[config.mk]
export PLATFORM = sky130hd
export DESIGN_NAME = tmr_ccpair
export DESIGN_NICKNAME = d
export VERILOG_FILES = /design/src/rtl/ccp_pkg.sv /design/src/rtl/ccp_capture.sv /design/src/rtl/ccp_wave.sv /design/src/rtl/tmr_ccpair.sv
export SDC_FILE = /design/constraint.sdc
export NUM_CORES = 1
export LEC_CHECK = 0
export BUFFER_PORTS_ARGS = -buffer_cell sky130_fd_sc_hd__buf_2
export CAP_MARGIN = 0
export CORE_UTILIZATION = 60
export CTS_CLUSTER_DIAMETER = 40
export DETAILED_ROUTE_END_ITERATION = 16
export PLACE_DENSITY = 0.85
export SETUP_SLACK_MARGIN = 0.3
export SLEW_MARGIN = 20
export SYNTH_ARGS = -nofsm -noshare
export SYNTH_HDL_FRONTEND = slang
export SYNTH_SLANG_ARGS = --single-unit
[constraint.sdc]
create_clock -name clk -period 3.3 [get_ports clk]
set_clock_uncertainty 0.15 [all_clocks]
set_input_delay 0.66 -clock clk [delete_from_list [all_inputs] [get_ports clk]]
set_output_delay 0.66 -clock clk [all_outputs]
set_load 0.03 [all_outputs]
[src/rtl/ccp_pkg.sv]
package ccp_pkg;
    typedef enum logic [1:0] {
        WV_OFF  = 2'd0,
        WV_LOW  = 2'd1,
        WV_HIGH = 2'd2
    } wave_state_t;

    localparam int BUS_W    = 16;
    localparam int ADDR_W   = 3;
    localparam int NUM_FLAG = 6;

    localparam logic [ADDR_W-1:0] ADR_CTRL  = 3'd0;
    localparam logic [ADDR_W-1:0] ADR_DATA0 = 3'd1;
    localparam logic [ADDR_W-1:0] ADR_DATA1 = 3'd2;
    localparam logic [ADDR_W-1:0] ADR_IEN   = 3'd3;
    localparam logic [ADDR_W-1:0] ADR_FLAG  = 3'd4;

    localparam int FL_CMP0 = 0;
    localparam int FL_CMP1 = 1;
    localparam int FL_CAP0 = 2;
    localparam int FL_CAP1 = 3;
    localparam int FL_OVW0 = 4;
    localparam int FL_OVW1 = 5;
endpackage

[src/rtl/ccp_capture.sv]
module ccp_capture #(
    parameter int SYNC_STAGES = 2
) (
    input  logic       clk,
    input  logic       rst_n,
    input  logic       pin,
    input  logic [1:0] trig,
    output logic       evt
);
    logic [SYNC_STAGES-1:0] sync_q;
    logic                   prev_q;
    logic                   cur;

    assign cur = sync_q[SYNC_STAGES-1];

    always_ff @(posedge clk or negedge rst_n) begin
        if (!rst_n) begin
            sync_q <= '0;
            prev_q <= 1'b0;
        end else begin
            sync_q <= {sync_q[SYNC_STAGES-2:0], pin};
            prev_q <= cur;
        end
    end

    // bit 0 of trig selects rising edges, bit 1 selects falling edges
    assign evt = (trig[0] & cur & ~prev_q) | (trig[1] & ~cur & prev_q);
endmodule

[src/rtl/ccp_wave.sv]
module ccp_wave
    import ccp_pkg::*;
(
    input  logic       clk,
    input  logic       rst_n,
    input  logic [1:0] mode,
    input  logic       inv,
    input  logic       hit_a,
    input  logic       hit_b,
    output logic       wave
);
    wave_state_t state_q, state_d;
    logic        go_high, go_low;

    always_comb begin
        unique case (mode)
            2'd1:    begin go_high = hit_a; go_low = hit_b & ~hit_a; end
            2'd2:    begin go_high = hit_a; go_low = hit_a;          end
            2'd3:    begin go_high = hit_b; go_low = hit_b;          end
            default: begin go_high = 1'b0;  go_low = 1'b0;           end
        endcase
    end

    always_comb begin
        state_d = state_q;
        unique case (state_q)
            WV_OFF:  if (mode != 2'd0) state_d = WV_LOW;
            WV_LOW:  if (mode == 2'd0) state_d = WV_OFF;
                     else if (go_high) state_d = WV_HIGH;
            WV_HIGH: if (mode == 2'd0) state_d = WV_OFF;
                     else if (go_low)  state_d = WV_LOW;
            default: state_d = WV_OFF;
        endcase
    end

    always_ff @(posedge clk or negedge rst_n) begin
        if (!rst_n) state_q <= WV_OFF;
        else        state_q <= state_d;
    end

    always_comb begin
        wave = (state_q == WV_HIGH) ^ inv;
    end
endmodule

[src/rtl/tmr_ccpair.sv]
module tmr_ccpair
    import ccp_pkg::*;
#(
    parameter int CNT_W       = 16,
    parameter int SYNC_STAGES = 2
) (
    input  logic              clk,
    input  logic              rst_n,
    input  logic [CNT_W-1:0]  cnt_val,
    input  logic              cap_a_in,
    input  logic              cap_b_in,
    input  logic              bus_sel,
    input  logic              bus_we,
    input  logic [ADDR_W-1:0] bus_addr,
    input  logic [BUS_W-1:0]  bus_wdata,
    output logic [BUS_W-1:0]  bus_rdata,
    output logic              wave_a,
    output logic              wave_b,
    output logic              irq
);
    localparam int NCH = 2;

    logic [NCH-1:0][1:0]       cap_trig;
    logic [NCH-1:0][1:0]       out_mode;
    logic [NCH-1:0]            out_inv;
    logic [NCH-1:0]            cap_mode;
    logic [NCH-1:0][CNT_W-1:0] data_q;
    logic [NUM_FLAG-1:0]       irq_en;
    logic [NUM_FLAG-1:0]       flags_q;
    logic [NUM_FLAG-1:0]       flag_set;
    logic [NUM_FLAG-1:0]       flag_clr;
    logic [NCH-1:0]            hit;
    logic [NCH-1:0]            cap_evt;
    logic [NCH-1:0]            raw_evt;
    logic [NCH-1:0]            wave;
    logic [NCH-1:0]            pins;
    logic                      wr;

    assign wr   = bus_sel & bus_we;
    assign pins = {cap_b_in, cap_a_in};

    always_ff @(posedge clk or negedge rst_n) begin
        if (!rst_n) begin
            cap_trig <= '0;
            out_mode <= '0;
            out_inv  <= '0;
            cap_mode <= '0;
        end else if (wr && bus_addr == ADR_CTRL) begin
            cap_trig[1] <= bus_wdata[15:14];
            out_mode[1] <= bus_wdata[13:12];
            out_inv[1]  <= bus_wdata[9];
            cap_mode[1] <= bus_wdata[8];
            cap_trig[0] <= bus_wdata[7:6];
            out_mode[0] <= bus_wdata[5:4];
            out_inv[0]  <= bus_wdata[1];
            cap_mode[0] <= bus_wdata[0];
        end
    end

    for (genvar ch = 0; ch < NCH; ch++) begin : g_ch
        localparam logic [ADDR_W-1:0] MY_ADR = (ch == 0) ? ADR_DATA0 : ADR_DATA1;

        ccp_capture #(.SYNC_STAGES(SYNC_STAGES)) i_cap (
            .clk  (clk),
            .rst_n(rst_n),
            .pin  (pins[ch]),
            .trig (cap_trig[ch]),
            .evt  (raw_evt[ch])
        );

        assign cap_evt[ch] = raw_evt[ch] & cap_mode[ch];
        assign hit[ch]     = ~cap_mode[ch] & (cnt_val == data_q[ch]);

        // a capture outranks a bus write in the same cycle
        always_ff @(posedge clk or negedge rst_n) begin
            if (!rst_n)                       data_q[ch] <= '0;
            else if (cap_evt[ch])             data_q[ch] <= cnt_val;
            else if (wr && bus_addr == MY_ADR) data_q[ch] <= bus_wdata[CNT_W-1:0];
        end

        ccp_wave i_wave (
            .clk  (clk),
            .rst_n(rst_n),
            .mode (out_mode[ch]),
            .inv  (out_inv[ch]),
            .hit_a(hit[0]),
            .hit_b(hit[1]),
            .wave (wave[ch])
        );
    end

    assign wave_a = wave[0];
    assign wave_b = wave[1];

    assign flag_set = {cap_evt[1] & flags_q[FL_CAP1],
                       cap_evt[0] & flags_q[FL_CAP0],
                       cap_evt[1], cap_evt[0], hit[1], hit[0]};
    assign flag_clr = (wr && bus_addr == ADR_FLAG) ? bus_wdata[NUM_FLAG-1:0] : '0;

    always_ff @(posedge clk or negedge rst_n) begin
        if (!rst_n) begin
            flags_q <= '0;
            irq_en  <= '0;
        end else begin
            flags_q <= (flags_q & ~flag_clr) | flag_set;
            if (wr && bus_addr == ADR_IEN) irq_en <= bus_wdata[NUM_FLAG-1:0];
        end
    end

    assign irq = |(flags_q & irq_en);

    always_comb begin
        bus_rdata = '0;
        unique case (bus_addr)
            ADR_CTRL:  bus_rdata = {cap_trig[1], out_mode[1], 2'b00, out_inv[1], cap_mode[1],
                                    cap_trig[0], out_mode[0], 2'b00, out_inv[0], cap_mode[0]};
            ADR_DATA0: bus_rdata = BUS_W'(data_q[0]);
            ADR_DATA1: bus_rdata = BUS_W'(data_q[1]);
            ADR_IEN:   bus_rdata = BUS_W'(irq_en);
            ADR_FLAG:  bus_rdata = BUS_W'(flags_q);
            default:   bus_rdata = '0;
        endcase
    end
endmodule

==> summary.txt <==
Cells and area
  – Fill cell count: 446
  – Cell area after layout: 4470 um^2
  – Synth-to-layout area growth: 15.0%
  – Most common cell after layout, fill and taps aside: dfrtp_1
  – Commonest cells after routing, fill and taps aside: dfrtp_1 (66), nor2_1 (61), buf_2 (59)
  – Multi-input logic area: 2130 um^2
  – Layout cells sized above 1: 25.6%
  – Post-layout nets: 497
  – Finished Layout Cells: 528
  – Reg area: 1650 um^2
  – Antenna diodes: 0

Die
  – Initial core utilization: 63.7%
  – Full die area: 6800 um^2
  – # rows: 28
  – Top Ports: 60
  – Die X-Extent: 82.4 um
  – Core area: 6100 um^2
  – Die Height: 82.4 um

Global routing
  – Met2 GRT Util: 53.9%
  – GR peak layer: met2
  – Largest net degree at the start of global routing: 38
  – GR Layer Usage met1: 41.7%
  – GR Overflow Total: 0
  – GR Util All Layers: 32.0%
  – Initial antenna violation count: 0
  – First-pass GRT wire length: 15800 um
  – Vias in the first global route: 3209
  – Met3 Resource Use GR: 4.51%

Placement
  – DPL Wire Length: 7020 um
  – Worst slack at placement: 547 ps
  – RePlAce Congestion: 0.845
  – DP Area: 4260 um^2
  – Placed Cells: 512
  – I/O Buffers: 59

Power
  – Peak supply drop: 0.502 mV
  – Leakage: 0.00192 uW
  – Final Power: 3210 uW
  – Pwr dens: 719 nW/um^2

Worst setup path
  – Reg2Reg Depth: 6
  – Crit. End Element: primary output
  – Critical path type: primary input to primary output
  – Worst-path maximum fanout: 17
  – Worst setup SP type: primary input
  – Endpoint arrival time on the critical path: 1980 ps
  – Worst endpoint required time: 2490 ps

Routing
  – Vias per cell: 6.18
  – DR iter-0 viols: 323
  – Routed length per instance: 18.3 um
  – Antenna Nets Post-Route: 0
  – Residual DRC: 0
  – Vias after detailed routing: 3265
  – Total Wirelength: 9640 um
  – Number of iterations in the first detailed-routing pass: 5

Clock network
  – H-tree Lvls: 3
  – Post-cts sizing count: 0
  – CTS clk-pin slew, worst paths: 80 ps
  – Deepest clock path buffer count: 2
  – Setup bufs post-CTS: 0
  – CTS tree: done
  – Num CTS Buffers: 9
  – Sink Count: 66
  – Clk root buf: clkbuf_8
  – CTS Hold Bufs: 0
  – Worst-Skew Late Latency: 350 ps

Synth
  – Yosys cell types: 46
  – Post-synth EDFFs: 0
  – Post-synth top area cell: dfrtp_1
  – Post-synth top flop: dfrtp_1
  – Syn_nets: 438
  – Post-synthesis sequential element count: 66
  – Cells after synthesis: 389
  – Synthesized area: 3880 um^2
  – Synth warn: 0
  – Ys async rst share: 100%
  – Seq/Total Area, Yosys: 42.5%
  – Main area contributors after synthesis: dfrtp_1 (43%), mux2i_1 (11%), mux2_2 (6.1%)
  – Syn avg cell area: 9.98 um^2
  – Synth top area share: 42.5%

Flow run
  – Max-cap violations: 0

Timing
  – Fmax: 359 MHz
  – Slew Limit Fails: 0
  – Worst slew margin: 52.1%
  – Final setup fails: 0
  – Final worst-path cycle share: 84.4%
  – Slew @ Worst Pin: 718 ps
  – Hold Vio Cnt, Final: 0
  – Setup TNS: 0 ps
  – RSZ-0062 raised after global routing: false
  – Minimum clock period: 2790 ps
  – Final worst setup slack: 513 ps

Min path
  – Hold Crit Class: primary input to asynchronous set/reset pin

Status
  – Outcome: finished, final reports clean
-- metrics by stage --
step / util, % / hold WS [ps]
final: 73.3 / 204
after global routing: 73.3 / 221
after CTS: 73.2 / 208
after detailed placement: 69.8 / 190
after global placement: 69.8 / 183
after floorplan: - / 181
-- final cells by class --
class	count	share of cell area [%]
multi-input cells	299	47.8
repair buffers	66	8.07
clock inverters	6	1.46
well taps	75	2.10
inverters	6	0.504
clock buffers	10	3.08
flip-flops and latches	66	37.0
-- final timing paths --
check                                              from                        end  slack [ps]
min in group clk                g_ch[1].i_cap.sync_q[0]    g_ch[1].i_cap.sync_q[1]         210
worst max register to register                data_q[2]  g_ch[0].i_wave.state_q[0]        1190
worst min register to register  g_ch[1].i_cap.sync_q[0]    g_ch[1].i_cap.sync_q[1]         210
max in group asynchronous                         rst_n                 data_q[14]        2130
worst min-delay path                              rst_n                  irq_en[1]         200
worst max-delay path                        bus_addr[0]               bus_rdata[9]         510
-- Yosys cell counts, drive strengths merged (2+ instances only) --
cell      n
inv       6
ha        8
dfrtp    66
and2      4
nor3      3
nor2     62
a21oi    40
nor2b     4
nand3     6
mux2     21
a31oi     2
xor2     17
nand4     3
nand3b    2
o22ai     6
o21ai     2
nor4      3
xnor2    17
mux2i    43
buf       6
nand2b    3
a32o      3
o2111ai   2
a22oi    13
nand2    21
clkbuf   12
or2       2
-- report_power, final --
group / total, uW / internal, uW / switching, uW
sequential: 1410 / 1090 / 313
combinational: 1100 / 501 / 602
clock: 702 / 371 / 332
total: 3210 / 1960 / 1250
-- kinds of logic (layout without fill, tap and decap cells) --
family | after synthesis | after routing | synth area share [%]
AND/OR/NAND/NOR | 116 | 116 | 14.8
AO/OA/AOI/OAI | 77 | 77 | 12.6
flip-flops | 66 | 66 | 42.5
multiplexers | 64 | 64 | 17.2
XOR/XNOR | 34 | 34 | 7.67
buffers and inverters | 24 | 88 | 2.61
adder cells (fa/ha/maj) | 8 | 8 | 2.58
-- worst max-delay path, stage by stage --
cell and delay, ps:
buf_2 330, buf_4 270, mux2i_1 230, nor2_1 60, a21oi_1 140, nor2_1 70
buf_2 190
-- registers in the layout (all words and copies together) (netlist names) --
| register | flops |
|---|---|
| cap_mode | 2 |
| cap_trig | 4 |
| data_q | 32 |
| flags_q | 6 |
| g_ch.i_cap.prev_q | 2 |
| g_ch.i_cap.sync_q | 4 |
| g_ch.i_wave.state_q | 4 |
| irq_en | 6 |
| out_inv | 2 |
| out_mode | 4 |
-- routing by layer --
metal  part of all wire [%]  up-vias
li1                       -     1491
met1                     43     1638
met2                     50      112
met3                    4.7       24
met4                    2.2        0
met5                      0        -
Note: power is estimated with default switching activity, not from simulation.
